--- config.mk ---
export PLATFORM = sky130hd
export DESIGN_NAME = msi_doorbell_irq
export DESIGN_NICKNAME = d
export VERILOG_FILES = /design/src/rtl/msi_cap_pkg.sv /design/src/rtl/msi_reg_bank.sv /design/src/rtl/msi_door_match.sv /design/src/rtl/msi_status_acc.sv /design/src/rtl/msi_doorbell_irq.sv
export SDC_FILE = /design/constraint.sdc
export NUM_CORES = 1
export LEC_CHECK = 0
export BUFFER_PORTS_ARGS = -buffer_cell sky130_fd_sc_hd__buf_2
export CAP_MARGIN = 0
export CORE_MARGIN = 2
export CORE_UTILIZATION = 30
export CTS_CLUSTER_DIAMETER = 40
export DETAILED_ROUTE_END_ITERATION = 10
export GPL_TIMING_DRIVEN = 1
export MAX_ROUTING_LAYER = met4
export PLACE_DENSITY = 0.46
export RECOVER_POWER = 50
export SLEW_MARGIN = 20
export SYNTH_ARGS = -nofsm -noshare
export SYNTH_HDL_FRONTEND = slang
export SYNTH_SLANG_ARGS = --single-unit
--- constraint.sdc ---
create_clock -name clk_i -period 7.6 [get_ports clk_i]
set_input_delay 1.14 -clock clk_i [delete_from_list [all_inputs] [get_ports clk_i]]
set_output_delay 1.14 -clock clk_i [all_outputs]
set_load 0.005 [all_outputs]
--- src/rtl/msi_cap_pkg.sv ---
package msi_cap_pkg;

   // Word index of each register relative to the register base offset.
   // Software decodes these positions, so the order is fixed.
   typedef enum logic [2:0] {
      WI_DB_LO = 3'd0,
      WI_DB_HI = 3'd1,
      WI_EN    = 3'd2,
      WI_MASK  = 3'd3,
      WI_STAT  = 3'd4
   } reg_idx_e;

   localparam int unsigned NUM_REG_WORDS = 5;

endpackage

--- src/rtl/msi_reg_bank.sv ---
module msi_reg_bank
   import msi_cap_pkg::*;
#(
   parameter int unsigned REG_AW   = 12,
   parameter int unsigned DATA_W   = 32,
   parameter int unsigned ADDR_W   = 64,
   parameter int unsigned NUM_VEC  = 32,
   parameter logic [REG_AW-1:0] REG_BASE = 12'h820
) (
   input  logic               clk_i,
   input  logic               rst_ni,
   input  logic               wr_i,
   input  logic [REG_AW-1:0]  addr_i,
   input  logic [DATA_W-1:0]  wdata_i,
   input  logic [NUM_VEC-1:0] status_i,
   output logic [DATA_W-1:0]  rdata_o,
   output logic [ADDR_W-1:0]  db_base_o,
   output logic [NUM_VEC-1:0] enable_o,
   output logic [NUM_VEC-1:0] mask_o,
   output logic               stat_wr_o
);

   localparam int unsigned BYTE_SH = $clog2(DATA_W / 8);

   logic [REG_AW-1:0] rel;
   logic              in_rng;
   reg_idx_e          widx;
   logic [DATA_W-1:0] base_lo_q, base_hi_q;
   logic [NUM_VEC-1:0] en_q, mask_q;

   assign rel    = addr_i - REG_BASE;
   assign in_rng = (addr_i >= REG_BASE)
                   && (rel[BYTE_SH-1:0] == '0)
                   && (rel[REG_AW-1:BYTE_SH] < (REG_AW-BYTE_SH)'(NUM_REG_WORDS));
   assign widx   = reg_idx_e'(rel[BYTE_SH+2:BYTE_SH]);

   always_ff @(posedge clk_i) begin
      if (!rst_ni) begin
         base_lo_q <= '0;
         base_hi_q <= '0;
         en_q      <= '0;
         mask_q    <= '0;
      end else if (wr_i && in_rng) begin
         case (widx)
            WI_DB_LO: base_lo_q <= wdata_i;
            WI_DB_HI: base_hi_q <= wdata_i;
            WI_EN:    en_q      <= wdata_i[NUM_VEC-1:0];
            WI_MASK:  mask_q    <= wdata_i[NUM_VEC-1:0];
            default:  ;
         endcase
      end
   end

   assign stat_wr_o = wr_i && in_rng && (widx == WI_STAT);

   always_comb begin
      rdata_o = '0;
      if (in_rng) begin
         case (widx)
            WI_DB_LO: rdata_o = base_lo_q;
            WI_DB_HI: rdata_o = base_hi_q;
            WI_EN:    rdata_o = DATA_W'(en_q);
            WI_MASK:  rdata_o = DATA_W'(mask_q);
            WI_STAT:  rdata_o = DATA_W'(status_i);
            default:  rdata_o = '0;
         endcase
      end
   end

   assign db_base_o = {base_hi_q, base_lo_q};
   assign enable_o  = en_q;
   assign mask_o    = mask_q;

endmodule

--- src/rtl/msi_door_match.sv ---
module msi_door_match #(
   parameter int unsigned ADDR_W  = 64,
   parameter int unsigned DATA_W  = 32,
   parameter int unsigned NUM_VEC = 32
) (
   input  logic                vld_i,
   input  logic                is_wr_i,
   input  logic [ADDR_W-1:0]   addr_i,
   input  logic [DATA_W/8-1:0] be_i,
   input  logic [DATA_W-1:0]   data_i,
   input  logic [ADDR_W-1:0]   base_i,
   input  logic [NUM_VEC-1:0]  enable_i,
   output logic [NUM_VEC-1:0]  set_o
);

   localparam int unsigned BE_W = DATA_W / 8;

   logic [ADDR_W-1:0] offs;
   logic              fire;

   // Window of BE_W bytes from the base; the unsigned difference wraps
   // for addresses below the base, so one compare covers both sides.
   assign offs = addr_i - base_i;
   assign fire = vld_i && is_wr_i && (&be_i) && (|enable_i)
                 && (offs < ADDR_W'(BE_W));

   // Full-width compare of the data against each vector index also
   // rejects any value at or above NUM_VEC.
   for (genvar v = 0; v < NUM_VEC; v++) begin : g_vec
      assign set_o[v] = fire && enable_i[v] && (data_i == DATA_W'(v));
   end

endmodule

--- src/rtl/msi_status_acc.sv ---
module msi_status_acc #(
   parameter int unsigned DATA_W  = 32,
   parameter int unsigned NUM_VEC = 32,
   parameter bit          IRQ_REG = 1'b0
) (
   input  logic               clk_i,
   input  logic               rst_ni,
   input  logic               stat_wr_i,
   input  logic [DATA_W-1:0]  wdata_i,
   input  logic [NUM_VEC-1:0] set_i,
   input  logic [NUM_VEC-1:0] mask_i,
   output logic [NUM_VEC-1:0] status_o,
   output logic               irq_o
);

   logic [NUM_VEC-1:0] status_q, toggled;
   logic               pend;

   assign toggled = stat_wr_i ? (status_q ^ wdata_i[NUM_VEC-1:0]) : status_q;

   always_ff @(posedge clk_i) begin
      if (!rst_ni) status_q <= '0;
      else         status_q <= toggled | set_i;
   end

   assign pend     = |(status_q & ~mask_i);
   assign status_o = status_q;

   if (IRQ_REG) begin : g_irq_flop
      logic irq_q;
      always_ff @(posedge clk_i) begin
         if (!rst_ni) irq_q <= 1'b0;
         else         irq_q <= pend;
      end
      assign irq_o = irq_q;
   end else begin : g_irq_comb
      assign irq_o = pend;
   end

endmodule

--- src/rtl/msi_doorbell_irq.sv ---
module msi_doorbell_irq #(
   parameter int unsigned REG_AW   = 12,
   parameter int unsigned DATA_W   = 32,
   parameter int unsigned ADDR_W   = 64,
   parameter int unsigned NUM_VEC  = 32,
   parameter logic [REG_AW-1:0] REG_BASE = 12'h820,
   parameter bit          IRQ_REG  = 1'b0
) (
   input  logic                clk_i,
   input  logic                rst_ni,
   input  logic                reg_wr_i,
   input  logic [REG_AW-1:0]   reg_addr_i,
   input  logic [DATA_W-1:0]   reg_wdata_i,
   output logic [DATA_W-1:0]   reg_rdata_o,
   input  logic                in_vld_i,
   input  logic                in_is_wr_i,
   input  logic [ADDR_W-1:0]   in_addr_i,
   input  logic [DATA_W/8-1:0] in_be_i,
   input  logic [DATA_W-1:0]   in_data_i,
   output logic                irq_o
);

   if (ADDR_W != 2 * DATA_W) begin : g_bad_addr_w
      $error("doorbell address must span exactly two register words");
   end
   if (NUM_VEC > DATA_W || NUM_VEC < 2) begin : g_bad_num_vec
      $error("vector count must fit one register word");
   end
   if (DATA_W % 8 != 0) begin : g_bad_data_w
      $error("data width must be whole bytes");
   end

   logic [ADDR_W-1:0]  db_base;
   logic [NUM_VEC-1:0] enable, mask, status_q, set_vec;
   logic               stat_wr;

   msi_reg_bank #(
      .REG_AW  (REG_AW),
      .DATA_W  (DATA_W),
      .ADDR_W  (ADDR_W),
      .NUM_VEC (NUM_VEC),
      .REG_BASE(REG_BASE)
   ) regs_i (
      .clk_i    (clk_i),
      .rst_ni   (rst_ni),
      .wr_i     (reg_wr_i),
      .addr_i   (reg_addr_i),
      .wdata_i  (reg_wdata_i),
      .status_i (status_q),
      .rdata_o  (reg_rdata_o),
      .db_base_o(db_base),
      .enable_o (enable),
      .mask_o   (mask),
      .stat_wr_o(stat_wr)
   );

   msi_door_match #(
      .ADDR_W (ADDR_W),
      .DATA_W (DATA_W),
      .NUM_VEC(NUM_VEC)
   ) match_i (
      .vld_i   (in_vld_i),
      .is_wr_i (in_is_wr_i),
      .addr_i  (in_addr_i),
      .be_i    (in_be_i),
      .data_i  (in_data_i),
      .base_i  (db_base),
      .enable_i(enable),
      .set_o   (set_vec)
   );

   msi_status_acc #(
      .DATA_W (DATA_W),
      .NUM_VEC(NUM_VEC),
      .IRQ_REG(IRQ_REG)
   ) stat_i (
      .clk_i    (clk_i),
      .rst_ni   (rst_ni),
      .stat_wr_i(stat_wr),
      .wdata_i  (reg_wdata_i),
      .set_i    (set_vec),
      .mask_i   (mask),
      .status_o (status_q),
      .irq_o    (irq_o)
   );

endmodule

; ---- Yosys cells after proc, flatten, opt, wreduce, memory -nomap -nowiden
; Cells that the tools add are included.
[totals]
ff_bits = 160
inputBits = 149
elab_cells = 134
[classes]
addsub = 2
order_cmp = 3
n_eq_ne = 35
muxes = 3
bitwise_logic = 4
reduce_logical = 82
[ops]
columns = operator, n
row1 = "32-bit by 5-bit equality test with 1-bit output, second input constant", 16
row2 = "32-bit by 4-bit equality test with 1-bit output, second input constant", 8
row3 = 32-bit case mux with 5 select lines, 1
row4 = "32-bit by 3-bit equality test with 1-bit output, second input constant", 4
row5 = 1-bit logical AND, 72
row6 = "32-bit by 2-bit equality test with 1-bit output, second input constant", 2
row7 = "64-bit by 3-bit less-than comparator with 1-bit output, second input constant", 1
row8 = 32-bit two-way mux, 2
row9 = 32-bit OR reduction, 2
row10 = 64-bit subtractor, 1
row11 = 32-bit AND, 1
row12 = "32-bit by 1-bit equality test with 1-bit output, second input constant", 1
row13 = 32-bit zero test, 1
row14 = 32-bit inverter, 1
row15 = 32-bit OR, 1
row16 = 32-bit bitwise XOR, 1
row17 = "12-bit greater-or-equal comparator, second input constant", 1
row18 = "12-bit subtractor, second input constant", 1
row19 = "10-bit by 3-bit less-than comparator with 1-bit output, second input constant", 1
row20 = 2-bit AND reduction, 4
row21 = "3-bit by 2-bit equality test with 1-bit output, second input constant", 2
row22 = 4-bit AND reduction, 1
row23 = "3-bit by 1-bit equality test with 1-bit output, second input constant", 1
row24 = "3-bit equality test, second input constant", 1
row25 = other kinds (2), 2

; ---- Depth between registers and ports, before layout
; Gate-level depths: netlist (run 1).
[logic_depth]
word_depth = 8
depth_mapped = 15
ltp_nobuf = 13

; ---- Cells and area by module
; Synthesis (run 1) repeated with hierarchy kept, for this count alone.
[hier_totals]
cells_unflattened = 1758
area_unflattened_um2 = 13541.7
[modules_own_cells]
columns = mod, n_inst, cells_each, area_each_um2
row1 = msi_reg_bank, 1, 653, 6209.7
row2 = msi_door_match, 1, 918, 5754.3
row3 = msi_status_acc, 1, 187, 1577.8

; ---- Least setup slack after synthesis (run 1)
; No wires, ideal clock.
[synth_path]
path_kind = input to register
from = input in_addr_i[5]
to = register stat_i.status_q[2], in the netlist stat_i.status_o[2]
arrival_ns = 4.350
required_time_ns = 7.531
path_slack_ns = 3.181
cell_stages = 14
n_path_buf = 2
cell_sequence = ha_1 > buf_2 > nand2_1 > o21ai_0 > a21oi_1 > a2111o_1 > nand2_1 > xor2_1 > or4_1 > or4_4 > nor4_4 > buf_6 > nand4_1 > o21ai_1
[synth_between]
elab_chain_len = 6
[synth_lines]
columns = item, line_no
row1 = from (decl), msi_doorbell_irq.sv:17  ; input logic [ADDR_W-1:0] in_addr_i,
row2 = 64-bit subtractor, msi_door_match.sv:23  ; assign offs = addr_i - base_i;
row3 = 64-bit by 3-bit less-than comparator with 1-bit output, msi_door_match.sv:25  ; && (offs < ADDR_W'(BE_W));
row4 = 1-bit logical AND, msi_door_match.sv:25
row5 = 1-bit logical AND (2 in series), msi_door_match.sv:30  ; assign set_o[v] = fire && enable_i[v] && (data_i == DATA_W'(v));
row6 = 32-bit OR, msi_status_acc.sv:23  ; else status_q <= toggled | set_i;
row7 = to (signal assigned), msi_status_acc.sv:23
row8 = to (decl), msi_status_acc.sv:16  ; logic [NUM_VEC-1:0] status_q, toggled;
; No other way between the ends.
; A chain may end at the register's enable or synchronous reset.

; ---- Worst setup path in the final report (run 1)
[layout_path]
from = input reg_addr_i[3]
to = output reg_rdata_o[15]
[layout_between]
elab_chain_len = 4
[layout_lines]
columns = item, line_no
row1 = from (decl), msi_doorbell_irq.sv:12  ; input logic [REG_AW-1:0] reg_addr_i,
row2 = 12-bit subtractor / 12-bit greater-or-equal comparator (equally long branches), "msi_reg_bank.sv:31, msi_reg_bank.sv:32"
row3 = 10-bit by 3-bit less-than comparator with 1-bit output (tied with other cells), msi_reg_bank.sv:34  ; && (rel[REG_AW-1:BYTE_SH] < (REG_AW-BYTE_SH)'(NUM_REG_WORDS));
row4 = 1-bit logical AND / 32-bit case mux with 5 select lines (equally long branches), "msi_reg_bank.sv:34, msi_reg_bank.sv:59"
row5 = 32-bit two-way mux *, msi_reg_bank.sv:58  ; if (in_rng) begin
row6 = to (decl), msi_doorbell_irq.sv:14  ; output logic [DATA_W-1:0] reg_rdata_o,
; Every way passes the cells marked *; elsewhere a longest branch is shown, timed or not.

==> results of run 1 <==
## power by group
group / leakage (uW) / switching [uW] / total, uW / internal (uW)
sequential: 0.00129 / 0.0760 / 839 / 838
combinational: 0.00355 / 275 / 417 / 142
clock: 0.000283 / 358 / 834 / 476
## worst reg2reg max path: cells and delay by family, from the launching register on
family	cells	cell delay (ns)
xor gates and xnor gates	1	0.17
and+or+nand+nor	5	1.36
DFF	1	0.35
adders and majority gates	1	0.68
buffers and inverters	2	0.58
AOI/OAI and AO/OA	4	1.66
## synthesized netlist by cell type (8+ instances only)
library cell    n  share of area (%)
nand2_1       451                 13
a21oi_1       163                6.0
dfxtp_1       160                 24
a21boi_0      134                7.4
nor2_1        111                3.1
inv_1         109                3.0
clkbuf_1       96                2.7
o21ai_0        67                2.5
ha_1           63                5.8
xnor2_1        50                3.2
nand4_1        48                2.2
nand3_1        42                1.6
mux2i_1        35                2.6
a22oi_1        34                1.9
o21ai_1        34                1.3
nor4_1         29                1.3
and3_1         25                1.2
nor3_1         25               0.93
o21a_1         19                1.1
o22ai_1        19               0.88
buf_2          17               0.63
a21o_1         16               0.89
o211ai_1       11               0.61
and4_1         10               0.65
nor2b_1        10               0.46
nor3b_1        10               0.56
or3_1          10               0.46
a31oi_1         8               0.37
or4_1           8               0.44
## state kept, by name, summed over array words and instances, names as in the netlist
name / flops
regs_i.base_lo_q: 32
regs_i.enable_o: 32
stat_i.status_o: 32
regs_i.mask_o: 32
regs_i.base_hi_q: 32
## cells by family after synthesis
group                      Yosys count  synth area share (%)
and+or+nand+nor                    817                  27.7
muxes                               39                  2.93
DFF                                160                  23.7
AOI/OAI and AO/OA                  594                  28.9
adders and majority gates           63                  5.83
buffers and inverters              238                  7.22
xor gates and xnor gates            57                  3.69
## through the flow
stage	std cells	hold slack, ns	worst slack [ns]
floorplan	1968	0.456	3.18
global placement	2630	0.470	2.05
detailed placement	2630	0.475	2.08
CTS	2662	0.485	2.52
global route	2662	0.503	1.31
finish	2662	0.485	1.68
## final cells by class
cell class,count,area [sq um]
tap,592,741
timing repair buffer,199,1040
clock buffer,27,533
sequential,160,3200
fill,4908,29000
multi-input combinational,1570,9360
inverter,109,409
clock inverter,5,25.0
## routing by layer
| metal | part of all wire (%) | track usage [%] |
|---|---|---|
| met5 | 0 | - |
| met4 | 3.2 | 8.77 |
| met3 | 5.6 | 3.30 |
| met2 | 47 | 45.6 |
| met1 | 44 | 36.2 |
## worst paths after layout
path	end	slack, ns	cells after the start
worst max-delay path	reg_rdata_o[15]	1.68	7
worst min-delay path	regs_i.base_lo_q[25]$_SDFFE_PN0P_	0.48	2
worst max register to register	stat_i.status_o[10]$_SDFF_PN0_	2.71	13
worst min register to register	regs_i.base_lo_q[25]$_SDFFE_PN0P_	0.48	2
==> run_results.csv, run 1 <==
group,metric,value,unit
cts,cts_hold_buf,0,
worst_setup_path,worstSetupStartpointType,"input port",
global_routing,grt_pass1_wl,95.7,mm
yosys,postSynthNetCount,2180,
cts,cts_buffer_depth,2,
finish,layout_common_cells,"451 x nand2_1, 179 x buf_2, 163 x a21oi_1, 160 x dfxtp_1, 134 x a21boi_0",
pwr,power.total,2090,uW
sta,relSlewSlack,-110,%
die,core-area,44300,sq um
sta,fin_tns_setup,0,ns
pwr,p_per_area,136,nW/um^2
routing,routed_wirelength,64.7,mm
cts,cts_tree,"done",
yosys,syn_inst,1968,
cts,clkTransAtPathRegs,0.06,ns
worst_setup_path,cp_slowest_cell,"clkbuf_1",
placed_design,gp_congestion,1.00,
worst_setup_path,timing.rr.start,"regs_i.base_lo_q[31]$_SDFFE_PN0P_",
yosys,synth_cell_type_count,84,
global_routing,grt_usage,28.0,%
global_routing,antenna_found_initial,0,
sta,slew_violations,71,
die,rows,77,
sta,fin_skew,0.00899,ns
cts,ctsResizeCount,0,
routing,num_vias,15000,
worst_setup_path,crit_path_end_kind,"primary output",
placed_design,place_area,14800,sq um
routing,avgRoutedWirePerCell,24.3,um
finish,syn2layout_area_growth,13.3,%
die,die_w,216,um
finish,antenna_cells,0,
cts,cts_root_buf,"clkbuf_16",
job,maxCapViolations,2,
placed_design,portBuffers,181,
cts,clk_latency,0.45,ns
cts,h-tree-depth,4,
yosys,avgSynthCellArea,6.87,sq um
routing,drtAntennaViolNets,0,
routing,first_iter_violations,1482,
yosys,ys.flop_type,"dfxtp_1",
sta,rsz0062_at_grt,"false",
min_path,hp-class,"reg2reg",
cts,cts_sinks,160,
finish,utilization,34.6,%
yosys,ys_async_sr_fraction,0,%
min_path,min-delay-start,"regs_i.base_lo_q[25]$_SDFFE_PN0P_",
routing,drc_errors,0,
yosys,yosysWarnings,0,
worst_setup_path,critPathKind,"in2out",
routing,firstDrtPassIters,6,
worst_setup_path,cpMostUsedCell,"buf_2",
sta,tightest_slew,3.14,ns
routing,via_per_inst,5.64,
sta,hold_viol_final,0,
die,ios,182,
cts,cts_buffers,17,
finish,fin_area,15300,sq um
yosys,ys_seq_area_share,23.7,%
placed_design,dp_hpwl,50.6,mm
die,die_area,46800,sq um
worst_setup_path,setup.worst_path.start,"reg_addr_i[3]",
pwr,peakVddDrop,0.153,mV
sta,fin_crit,5.92,ns
status,failed_checks,"capacitance limit, slew limit",
finish,drive_gt1_share,12.6,%
die,start_util,30.5,%
global_routing,grt_pass1_vias,14300,
finish,final_common_cell,"nand2_1",
worst_setup_path,path_buf_inv,4,
worst_setup_path,arrival,4.78,ns
worst_setup_path,cp_top_family,"buffers and inverters",
cts,cts_setup_buffers,0,
sta,fmax,169,MHz
worst_setup_path,required,6.46,ns
pwr,leakage,0.00512,uW
worst_setup_path,path_max_fanout,37,
finish,fin_nets,2269,
global_routing,grt_start_max_net_pins,115,
die,die_y,216,um
sta,setup_violations,0,
worst_setup_path,critPathMaxStageDelay,2.20,ns
yosys,netlist_area,13500,sq um
worst_setup_path,cp_cell_sequence,"buf_2 -> clkbuf_1 -> o21ai_0 -> nand4_1 -> buf_4 -> a21oi_1 -> buf_2",
sta,fin_crit_sh,77.8,%
status,status,"finished with violations",
yosys,ys_seq_elements,160,
global_routing,grt_overflow_total,0,
yosys,synth-edff-count,0,
Power figures use the tool's default switching activity.
==> inputs of run 2 (changes only) <==
Clock period 7.6 ns to 5.49 ns, I/O delays scaled along.
==> run 2 against run 1 <==
Effect of this change:
- the run still ends with capacitance limit, slew limit left
- sequential power grew 38%
- cell count grew 0.68%
- sequential share of layout area shrank 0.15 points
- non-clock buffer count grew 14
- largest power group unchanged
- die area is the same
- largest cell class unchanged
- highest routed layer unchanged
==> run_results.csv, run 2 (same netlist as run 1, synthesis figures left out) <==
group,metric,value,unit
status,status,"finished with violations",
status,failed_checks,"capacitance limit, slew limit",
sta,fin_crit_sh,85.2,%
sta,relSlewSlack,-15.9,%
sta,fin_skew,0.0105,ns
sta,setup_violations,0,
global_routing,grt_pass1_wl,94.9,mm
die,die_y,216,um
worst_setup_path,critPathMaxStageDelay,0.64,ns
routing,drtAntennaViolNets,0,
sta,hold_viol_final,0,
sta,fin_tns_setup,0,ns
die,start_util,30.5,%
cts,h-tree-depth,4,
cts,cts_buffer_depth,2,
routing,routed_wirelength,64.2,mm
worst_setup_path,arrival,5.05,ns
worst_setup_path,cp_cell_sequence,"inv_1 -> ha_1 -> nand2_1 -> o21ai_0 -> a21boi_0 -> o31ai_1 -> nor2_1 -> xnor2_1 -> or4_1 -> nor4_4 -> buf_12 -> nand4_1 -> o21ai_0",
finish,fin_nets,2283,
finish,final_common_cell,"nand2_1",
job,maxCapViolations,4,
placed_design,portBuffers,181,
worst_setup_path,cpMostUsedCell,"o21ai_0",
sta,fmax,214,MHz
routing,firstDrtPassIters,5,
finish,stdcell_count,2680,
global_routing,grt_pass1_vias,14700,
pwr,p_per_area,187,nW/um^2
cts,cts_hold_buf,0,
placed_design,dp_hpwl,51.4,mm
cts,cts_setup_buffers,0,
finish,layout_common_cells,"451 x nand2_1, 179 x buf_2, 163 x a21oi_1, 160 x dfxtp_1, 134 x a21boi_0",
global_routing,grt_overflow_total,0,
die,ios,182,
die,rows,77,
finish,utilization,34.8,%
placed_design,gp_congestion,0.980,
min_path,hp-class,"reg2reg",
worst_setup_path,cp_slowest_cell,"o31ai_1",
global_routing,antenna_found_initial,4,
routing,drc_errors,0,
finish,drive_gt1_share,13.0,%
routing,first_iter_violations,1462,
sta,fin_crit,4.68,ns
pwr,peakVddDrop,0.194,mV
global_routing,grt_start_max_net_pins,100,
cts,cts_tree,"done",
worst_setup_path,crit_path_end_kind,"register",
cts,ctsResizeCount,0,
routing,num_vias,15100,
cts,cts_buffers,17,
global_routing,grt_usage,27.9,%
placed_design,dp.cells,2644,
cts,cts_root_buf,"clkbuf_16",
worst_setup_path,required,5.87,ns
routing,via_per_inst,5.64,
sta,slew_violations,133,
worst_setup_path,path_max_fanout,32,
worst_setup_path,critPathKind,"reg2reg",
die,die_w,216,um
cts,clkTransAtPathRegs,0.06,ns
die,core-area,44300,sq um
sta,tightest_slew,1.74,ns
die,die_area,46800,sq um
routing,avgRoutedWirePerCell,24.0,um
cts,cts_sinks,160,
sta,rsz0062_at_grt,"false",
pwr,leakage,0.00516,uW
finish,syn2layout_area_growth,14.1,%
cts,clk_latency,0.45,ns
worst_setup_path,worstSetupStartpointType,"register",
[run 2: changes by cell type in the layout (fill, tap and decap cells not counted)]
| cell | change |
|---|---|
| buf_4 | +10 |
| clkinvlp_4 | +5 |
| diode_2 | +4 |
| clkbuf_1 | +3 |
| clkbuf_8 | -3 |
| clkinv_2 | -3 |
| and3_1 | +1 |
| and3_2 | -1 |
| buf_12 | +1 |
| clkinv_4 | +1 |
| nor3_2 | -1 |
| nor3_4 | +1 |
[run 2: power by group]
part,switching (uW),leakage [uW],total [uW],internal [uW]
Clock,511,0.000254,1140,625
Sequential,0.112,0.00129,1160,1160
Combinational,383,0.00362,582,199
[run 2: layout make-up]
type	count	area, sq um
antenna	4	10.0
clock inverter	8	56.3
tap	592	741
fill	4897	28900
timing repair buffer	213	1140
inverter	109	409
clock buffer	24	492
sequential	160	3200
multi-input combinational	1570	9370
[run 2: worst max-delay path, delay by kind of cell (launching register included)]
kind	cells	cell delay, ns
compound gates	4	1.56
simple gates	5	1.37
fa+ha+maj	1	0.61
buf+inv	2	0.43
flops	1	0.42
xor+xnor	1	0.20
[run 2: final timing paths]
check                                                       start                             end  cells after the start  slack (ns)
worst max-delay path            regs_i.base_lo_q[31]$_SDFFE_PN0P_  stat_i.status_o[14]$_SDFF_PN0_                     13        0.81
worst min-delay path                regs_i.mask_o[1]$_SDFFE_PN0P_   regs_i.mask_o[1]$_SDFFE_PN0P_                      2        0.49
worst max register to register  regs_i.base_lo_q[31]$_SDFFE_PN0P_  stat_i.status_o[14]$_SDFF_PN0_                     13        0.81
worst min register to register      regs_i.mask_o[1]$_SDFFE_PN0P_   regs_i.mask_o[1]$_SDFFE_PN0P_                      2        0.49
[run 2: layer usage]
| metal | up-vias | GRT usage, % | share of wire (%) |
|---|---|---|---|
| met4 | 0 | 11.2 | 3.6 |
| met2 | 547 | 43.8 | 46 |
| met3 | 90 | 3.87 | 5.6 |
| met1 | 7294 | 36.0 | 45 |
| li1 | 7179 | - | - |
| met5 | - | - | 0 |
[run 2: through the flow]
step / power [uW] / instance area (sq um) / hold slack (ns) / setup WS (ns)
2_1_floorplan: 1520 / 13500 / 0.456 / 1.39
3_3_place_gp: 1760 / 14900 / 0.470 / 0.451
3_5_place_dp: 1760 / 14900 / 0.477 / 0.493
4_1_cts: 2890 / 15400 / 0.487 / 0.845
5_1_grt: 2980 / 15400 / 0.520 / 0.470
6_report: 2880 / 15400 / 0.490 / 0.811
==> inputs of run 3 (changes only) <==
Settings changed: PLACE_DENSITY 0.46 to default.
==> run 3 against run 2 <==
Effect of this change:
- the flow still finishes with violations (capacitance limit, slew limit)
- global-route usage decreased by 0.79 points
- clock power hardly changed
- clock skew rose by 0.0069 ns
- die area unchanged
- via count up 2.5%
- critical path type is now in2out
- worst setup slack lost 0.25 ns
- cell count is 0.30% higher
- sequential share of layout area about the same
- non-clock buffer count is 3 higher
- first-iteration DRC count is 12% higher
==> run_results.csv, run 3 (same netlist as run 1, synthesis figures left out) <==
group,metric,value,unit
job,maxCapViolations,1,
worst_setup_path,worstSetupStartpointType,"input port",
cts,cts_hold_buf,0,
sta,fin_skew,0.0173,ns
worst_setup_path,path_max_fanout,33,
sta,fin_crit,4.93,ns
global_routing,grt_overflow_total,0,
global_routing,grt_usage,27.1,%
pwr,p_per_area,185,nW/um^2
cts,h-tree-depth,4,
sta,tightest_slew,2.22,ns
worst_setup_path,crit_path_end_kind,"primary output",
pwr,power.total,2850,uW
sta,fmax,203,MHz
sta,rsz0062_at_grt,"false",
cts,cts_root_buf,"clkbuf_16",
min_path,hp-class,"reg2reg",
routing,num_vias,15500,
status,failed_checks,"capacitance limit, slew limit",
global_routing,grt_start_max_net_pins,95,
routing,drtAntennaViolNets,0,
worst_setup_path,critPathKind,"in2out",
sta,fin_crit_sh,89.7,%
cts,ctsResizeCount,0,
finish,fin_nets,2286,
routing,routed_wirelength,63.6,mm
status,status,"finished with violations",
pwr,peakVddDrop,0.145,mV
cts,cts_buffers,17,
routing,firstDrtPassIters,6,
finish,final_common_cell,"nand2_1",
routing,via_per_inst,5.76,
cts,clk_latency,0.43,ns
die,die_w,216,um
placed_design,portBuffers,181,
routing,avgRoutedWirePerCell,23.7,um
sta,relSlewSlack,-47.9,%
global_routing,antenna_found_initial,8,
sta,fin_tns_setup,0,ns
pwr,leakage,0.00519,uW
cts,cts_buffer_depth,2,
placed_design,gp_congestion,0.976,
die,die_area,46800,sq um
global_routing,grt_pass1_vias,14500,
routing,first_iter_violations,1636,
sta,hold_viol_final,0,
placed_design,dp_hpwl,50.0,mm
finish,layout_common_cells,"451 x nand2_1, 179 x buf_2, 163 x a21oi_1, 160 x dfxtp_1, 134 x a21boi_0",
routing,drc_errors,0,
worst_setup_path,required,4.67,ns
die,die_y,216,um
sta,slew_violations,26,
cts,cts_tree,"done",
die,rows,77,
cts,cts_setup_buffers,0,
sta,setup_violations,0,
global_routing,grt_pass1_wl,92.7,mm
die,start_util,30.5,%
worst_setup_path,arrival,4.10,ns
die,core-area,44300,sq um
finish,drive_gt1_share,13.4,%
finish,syn2layout_area_growth,14.3,%
die,ios,182,
cts,clkTransAtPathRegs,0.06,ns
cts,cts_sinks,160,
-- run 3: cell types whose count changed in the layout (fill, tap and decap cells not counted), sizes merged --
cell and delta:
clkinvlp -3, clkbuf -4, clkinv +4, inv +4
buf +2, diode +5
-- run 3: worst max-delay path, stage by stage --
cell	delay, ns
buf_2	0.36
clkbuf_1	1.62
o21ai_0	0.29
nand4_1	0.15
buf_4	0.44
a21oi_1	0.22
buf_2	0.19
-- run 3: layout make-up --
type / count / area [sq um]
sequential: 160 / 3200
multi-input combinational: 1570 / 9360
antenna: 9 / 22.5
inverter: 109 / 409
fill: 4826 / 28900
timing repair buffer: 216 / 1170
clock inverter: 13 / 106
clock buffer: 19 / 443
tap: 592 / 741
-- run 3: metal layers --
layer  vias to the layer above  global-route usage [%]  wire length (um)
li1                       7200                       -                 -
met5                         -                       -                 0
met1                      7420                    34.6             27500
met4                         0                    11.6              2520
met3                       104                    5.22              4820
met2                       758                    41.6             28800
-- run 3: stage by stage --
step / cells / cell area (sq um) / hold WS, ns / utilization, % / setup slack (ns)
final: 2688 / 15500 / 0.486 / 34.9 / 0.565
after global routing: 2687 / 15500 / 0.503 / 34.9 / 0.399
after CTS: 2679 / 15400 / 0.485 / 34.9 / 0.907
after detailed placement: 2647 / 14900 / 0.477 / 33.6 / 0.484
after global placement: 2647 / 14900 / 0.468 / 33.6 / 0.444
after floorplan: 1968 / 13500 / 0.456 / - / 1.39
-- run 3: where the power goes --
group	internal [uW]	switching, uW
Sequential	1160	0.0984
Clock	599	517
Combinational	201	377
Total	1960	894
-- run 3: final timing paths --
path / startpoint / end / slack [ns] / cells after the start
min reg2reg: regs_i.mask_o[8]$_SDFFE_PN0P_ / regs_i.mask_o[8]$_SDFFE_PN0P_ / 0.49 / 2
max: reg_addr_i[3] / reg_rdata_o[17] / 0.56 / 7
min: regs_i.mask_o[8]$_SDFFE_PN0P_ / regs_i.mask_o[8]$_SDFFE_PN0P_ / 0.49 / 2
max reg2reg: regs_i.base_lo_q[31]$_SDFFE_PN0P_ / stat_i.status_o[14]$_SDFF_PN0_ / 0.81 / 14
